==> src/rtl/wrap_pkg.sv <==
package wrap_pkg;
  // strobes from the control to the datapath, one set per chain
  typedef struct packed {
    logic inShift;
    logic inHold;
    logic outShift;
    logic outHold;
  } wrapStrobeT;
endpackage

==> src/rtl/shared_cell.sv <==
module shared_cell (
  input  logic clk,
  input  logic rstN,
  input  logic shiftEn,
  input  logic holdEn,
  input  logic funcD,
  input  logic scanD,
  output logic q
);
  logic capD;
  logic nxtD;

  // recirculation mux: the hold path loops q back, so scanD is only used in shift
  assign capD = holdEn ? q : funcD;
  assign nxtD = shiftEn ? scanD : capD;

  always_ff @(posedge clk or negedge rstN) begin
    if (!rstN) q <= 1'b0;
    else       q <= nxtD;
  end
endmodule

==> src/rtl/core_cone.sv <==
module core_cone #(
  parameter int NUM_IN  = 4,
  parameter int NUM_OUT = 4
) (
  input  logic [NUM_IN-1:0]  coreIn,
  input  logic               slowBit,
  output logic [NUM_OUT-1:0] coreOut
);
  for (genvar j = 0; j < NUM_OUT; j++) begin : g_cone
    localparam int IDX_A = j % NUM_IN;
    localparam int IDX_B = (j + 1) % NUM_IN;
    assign coreOut[j] = coreIn[IDX_A] ^ (coreIn[IDX_B] & slowBit);
  end
endmodule

==> src/rtl/wrap_ctrl.sv <==
module wrap_ctrl
  import wrap_pkg::*;
#(
  parameter bit LOS = 1'b0
) (
  input  logic       clk,
  input  logic       rstN,
  input  logic       intestEn,
  input  logic       extestEn,
  input  logic       inWrapSe,
  input  logic       outWrapSe,
  output wrapStrobeT strobe
);
  logic inSeEff;
  logic outSeEff;

  if (LOS) begin : g_los
    // launch-on-shift: scan enables come through a pipeline register
    logic inSeQ;
    logic outSeQ;
    always_ff @(posedge clk or negedge rstN) begin
      if (!rstN) begin
        inSeQ  <= 1'b0;
        outSeQ <= 1'b0;
      end else begin
        inSeQ  <= inWrapSe;
        outSeQ <= outWrapSe;
      end
    end
    assign inSeEff  = inSeQ;
    assign outSeEff = outSeQ;
  end else begin : g_loc
    // launch-on-capture: one combinational hold decision per chain
    logic unusedClkRst;
    assign unusedClkRst = clk ^ rstN;
    assign inSeEff  = inWrapSe;
    assign outSeEff = outWrapSe;
  end

  always_comb begin
    strobe.inShift  = inSeEff;
    strobe.inHold   = intestEn & ~inSeEff;
    strobe.outShift = outSeEff;
    strobe.outHold  = extestEn & ~outSeEff;
  end
endmodule

==> src/rtl/wrap_datapath.sv <==
module wrap_datapath
  import wrap_pkg::*;
#(
  parameter int NUM_IN  = 4,
  parameter int NUM_OUT = 4
) (
  input  logic               clk,
  input  logic               rstN,
  input  wrapStrobeT         strobe,
  input  logic               inWrapSi,
  input  logic               outWrapSi,
  input  logic [NUM_IN-1:0]  portIn,
  input  logic               slowIn,
  output logic [NUM_OUT-1:0] portOut,
  output logic               inWrapSo,
  output logic               outWrapSo
);
  localparam int IN_LEN = NUM_IN + 1;  // shared cells plus the dedicated cell

  logic [IN_LEN-1:0]  inChain;
  logic [IN_LEN-1:0]  inScan;
  logic [IN_LEN-1:0]  inFunc;
  logic [NUM_OUT-1:0] outChain;
  logic [NUM_OUT-1:0] outScan;
  logic [NUM_OUT-1:0] coreOut;

  assign inFunc = {slowIn, portIn};
  assign inScan = {inChain[IN_LEN-2:0], inWrapSi};

  for (genvar k = 0; k < IN_LEN; k++) begin : g_in
    shared_cell uCell (
      .clk(clk), .rstN(rstN),
      .shiftEn(strobe.inShift), .holdEn(strobe.inHold),
      .funcD(inFunc[k]), .scanD(inScan[k]), .q(inChain[k])
    );
  end

  core_cone #(.NUM_IN(NUM_IN), .NUM_OUT(NUM_OUT)) uCone (
    .coreIn(inChain[NUM_IN-1:0]),
    .slowBit(inChain[IN_LEN-1]),
    .coreOut(coreOut)
  );

  for (genvar k = 0; k < NUM_OUT; k++) begin : g_out
    if (k == 0) begin : g_first
      assign outScan[k] = outWrapSi;
    end else begin : g_rest
      assign outScan[k] = outChain[k-1];
    end
    shared_cell uCell (
      .clk(clk), .rstN(rstN),
      .shiftEn(strobe.outShift), .holdEn(strobe.outHold),
      .funcD(coreOut[k]), .scanD(outScan[k]), .q(outChain[k])
    );
  end

  assign portOut   = outChain;
  assign inWrapSo  = inChain[IN_LEN-1];
  assign outWrapSo = outChain[NUM_OUT-1];
endmodule

==> src/rtl/shared_wrap_core.sv <==
module shared_wrap_core
  import wrap_pkg::*;
#(
  parameter int NUM_IN  = 4,
  parameter int NUM_OUT = 4,
  parameter bit LOS     = 1'b0
) (
  input  logic               clk,
  input  logic               rstN,
  input  logic               intestEn,
  input  logic               extestEn,
  input  logic               inWrapSe,
  input  logic               outWrapSe,
  input  logic               inWrapSi,
  input  logic               outWrapSi,
  input  logic [NUM_IN-1:0]  portIn,
  input  logic               slowIn,
  output logic [NUM_OUT-1:0] portOut,
  output logic               inWrapSo,
  output logic               outWrapSo
);
  wrapStrobeT strobe;

  wrap_ctrl #(.LOS(LOS)) uCtrl (
    .clk(clk), .rstN(rstN),
    .intestEn(intestEn), .extestEn(extestEn),
    .inWrapSe(inWrapSe), .outWrapSe(outWrapSe),
    .strobe(strobe)
  );

  wrap_datapath #(.NUM_IN(NUM_IN), .NUM_OUT(NUM_OUT)) uPath (
    .clk(clk), .rstN(rstN), .strobe(strobe),
    .inWrapSi(inWrapSi), .outWrapSi(outWrapSi),
    .portIn(portIn), .slowIn(slowIn),
    .portOut(portOut), .inWrapSo(inWrapSo), .outWrapSo(outWrapSo)
  );
endmodule

==> config.mk <==
export PLATFORM = sky130hd
export DESIGN_NAME = shared_wrap_core
export DESIGN_NICKNAME = d
export VERILOG_FILES = /design/src/rtl/wrap_pkg.sv /design/src/rtl/shared_cell.sv /design/src/rtl/core_cone.sv /design/src/rtl/wrap_ctrl.sv /design/src/rtl/wrap_datapath.sv /design/src/rtl/shared_wrap_core.sv
export SDC_FILE = /design/constraint.sdc
export NUM_CORES = 1
export LEC_CHECK = 0
export BUFFER_PORTS_ARGS = -buffer_cell sky130_fd_sc_hd__buf_2
export CORE_UTILIZATION = 35
export DETAILED_ROUTE_END_ITERATION = 8
export MAX_ROUTING_LAYER = met4
export PLACE_DENSITY = 0.66
export SLEW_MARGIN = 40
export SYNTH_ARGS = -nofsm -noshare
export SYNTH_HDL_FRONTEND = slang
export SYNTH_SLANG_ARGS = --single-unit
==> constraint.sdc <==
create_clock -name clk -period 1.75 [get_ports clk]
set_input_delay 0.2625 -clock clk [delete_from_list [all_inputs] [get_ports clk]]
set_output_delay 0.2625 -clock clk [all_outputs]
set_load 0.1 [all_outputs]
==> results by group <==
Status
  – Outcome: completed

Finish
  – Fill cells: ~130
  – Fin area: between 600 and 700 um^2
  – P&R area growth vs syn: 20.6%
  – Share of cells above drive strength 1: 0.338
  – Nets: 82
  – # diodes: 0

Placed design
  – Post-DP HPWL: between 700 and 800 um
  – Placed inst area: about 560 um^2
  – RD Place Congestion: between 0.7 and 0.8
  – Port bufs: 18

Setup path
  – Worst reg2reg path endpoint: uPath.g_out[1].uCell.q
  – Cell Chain, Critical Path: buf_2
  – CP startpoint: uPath.g_in[4].uCell.q
  – Worst path required time: between 1 and 1.5 ns
  – Reg2reg path depth: 3
  – CP Capture Type: output port
  – CP Launch Type: flip-flop
  – FF-to-FF Start: uPath.g_in[4].uCell.q
  – Worst reg-to-reg setup slack: around 0.72 ns
  – Worst path depth: 1
  – Max Fanout on Critical Path: 8
  – Crit Path Category: flip-flop to output port
  – Crit-path slowest cell: buf_2
  – Cell family contributing the most delay on the critical path: buffers and inverters
  – CP bufs+invs: 1
  – CP arrival: between 1 and 1.5 ns
  – Worst setup path end: inWrapSo
  – Max incr delay on CP: 0.47 ns

Route
  – WL/cell: between 10 and 15 um
  – WL final: between 900 and 1000 um
  – 1st-pass router iterations: 3
  – Drt drc: 0
  – Initial DRC count: 4
  – Via count: between 400 and 500
  – Vias per cell: about 4.8
  – Antenna Nets Post-Route: 0

Floorplanning
  – Number of core rows: 13
  – Ports: 19
  – Initial Util: 0.378
  – Die width: between 30 and 40 um
  – Die ar.: between 1500 and 2000 um^2
  – Core Area: approximately 1300 um^2
  – Height of the die: 39.7 um

Global route
  – First-pass GRT wire length: between 1500 and 2000 um
  – Pin count of the biggest net entering global routing: 11
  – Vias in the first global route: slightly below 400
  – Global Route Usage Sum: 0.163
  – Initial antenna violation count: 0
  – Overflow after GRT: 0

Logic synthesis
  – Post-Synth XOR/XNOR Area: 0.0352
  – Syn Area/Cell: 9.58 um^2
  – Synth top area cells: dfrtp_1 (45%), mux2i_1 (10%), buf_4 (6.0%)
  – Post-synthesis compound-gate area fraction: 0.191
  – Post-synthesis mux area share: 0.101
  – Syn Inst Count: 52
  – Most frequent cell after synthesis: dfrtp_1
  – Yosys top cell area share: 0.452
  – Distinct cells, synth: 17
  – Register bit total from synthesis: 9
  – Synth async-reset ratio: 1.00
  – Synth area leader: dfrtp_1
  – Commonest cells in the netlist: dfrtp_1 (9), nand2_1 (7), mux2i_1 (5), o21ai_0 (5)
  – Simple-Gate Fraction of Synth Area: 0.121
  – Post-synth EDFFs: 0
  – Synth Cell Area: 498 um^2
  – Sequential fraction of the synthesis area: 0.452
  – Synth Area in Adders: 0
  – Syn nets: 65
  – Ys flop type: dfrtp_1
  – Largest family of logic cells by synthesized area: compound AO/OA/AOI/OAI gates
  – Yosys warns: 0

Power
  – Comb pwr share: 0.379
  – Clock Power Share: 0.235
  – P_int: around 380 uW
  – Max VDD drop: 0.000513 V
  – Sequential power share: 0.386
  – Pwr/cell area: 1130 nW/um^2
  – Sw Share: 0.439
  – Leakage component of the power: between 0.0003 and 0.0004 uW
  – Switching power: just under 300 uW

Timing
  – Final Cycle Share: 0.817
  – RSZ-0062 raised after global routing: false
  – Fin Clk Skew: 0.00263 ns
  – Worst Max-Slew Pin Slew: 0.486 ns
  – # setup viols final: 0
  – Setup TNS: 0 ns
  – Hold WS: around 0.21 ns
  – Relative slew slack: 0.679
  – Fin. max-slew vios: 0
  – Fin crit period: ~1.4 ns
  – Achievable Freq: 699 MHz
  – Final-report hold violation count: 0

Clock network
  – Clock buffer count from CTS: 3
  – Postcts setup bufs: 0
  – Clock sink total: 9
  – Clock insertion delay at the later pin of the skew report: about 0.26 ns
  – Clk buf depth: 2
  – Root Buffer: clkbuf_4
  – H-tree depth: 1
  – TritonCTS clock tree: done
  – Clk slew on worst S/H paths: around 0.060 ns

Flow run
  – Max-cap violations: 0

Worst hold path
  – Min-delay worst type: input pin to flip-flop
sequential cells by signal, summed over array words and instances (netlist names):
signal,flops
uPath.g_in.uCell.q,5
uPath.g_out.uCell.q,4
logic make-up (layout without fill, tap and decap cells):
logic type / after synthesis / in the layout
compound gates: 15 / 15
xor+xnor: 2 / 2
buf+inv: 9 / 25
flops: 9 / 9
mux: 5 / 5
simple gates: 12 / 12
cell usage in the layout (no fill, tap or decap):
cell | Yosys | final
dlygate4sd3_1 | 0 | 1
mux2i_1 | 5 | 5
dfrtp_1 | 9 | 9
inv_1 | 2 | 2
clkbuf_4 | 0 | 3
clkbuf_1 | 1 | 1
o21ai_0 | 5 | 5
a21oi_1 | 4 | 4
nor2_1 | 1 | 1
nor3b_1 | 2 | 2
o21bai_1 | 2 | 2
a221oi_1 | 2 | 2
a22o_1 | 2 | 2
and3_2 | 2 | 2
nand2_1 | 7 | 7
buf_2 | 1 | 18
xor2_1 | 2 | 2
cell type report:
class | count | area, um^2 | share of cell area
Sequential cell | 9 | 225 | 0.375
Multi-Input combinational cell | 34 | 223 | 0.371
Timing Repair Buffer | 19 | 100 | 0.167
Clock buffer | 4 | 26.3 | 0.0438
Tap cell | 15 | 18.8 | 0.0313
Inverter | 2 | 7.51 | 0.0125
stage by stage:
stage | total power (uW) | utilization | setup WS, ns | cells
floorplan | 493 | - | 0.102 | 52
global placement | 521 | 0.428 | 0.606 | 78
detailed placement | 524 | 0.428 | 0.596 | 78
CTS | 689 | 0.456 | 0.307 | 83
global route | 719 | 0.456 | 0.253 | 83
finish | 679 | 0.456 | 0.320 | 83
how the worst min path moves through the flow:
stage,slack (ns),end,cells after the start,from
2_1_floorplan,-0.03,uPath.g_in[0].uCell.q,0,rstN
3_3_place_gp,0.12,uPath.g_out[2].uCell.q,1,rstN
3_5_place_dp,0.13,uPath.g_out[1].uCell.q,1,rstN
4_1_cts,0.20,uPath.g_in[0].uCell.q,3,inWrapSi
5_1_grt,0.22,uPath.g_in[0].uCell.q,3,inWrapSi
6_report,0.21,uPath.g_in[0].uCell.q,3,inWrapSi
worst reg2reg max path, stage by stage (launching register included):
cell and delay [ns]:
dfrtp_1 0.45, nand2_1 0.09, xor2_1 0.14, a221oi_1 0.25
power groups by stage:
stage,clock (uW),sequential [uW],combinational (uW)
global route,175,269,275
CTS,167,263,259
finish,159,262,257
detailed placement,0,267,257
global placement,0,265,256
floorplan,0,312,181
repair_timing:
item	in CTS	in global routing
gates resized for setup	0	0
hold buffers	1	0
hold endpoints to repair	9	0
metal layers:
layer  vias to the layer above  track usage  wire length (um)
li1                        210            -                 -
met1                       175        0.197               420
met2                        16        0.246               426
met3                         0       0.0341                63
met4                         0        0.103                 0
met5                         -            -                 0
(Power assumes the default switching activity.)
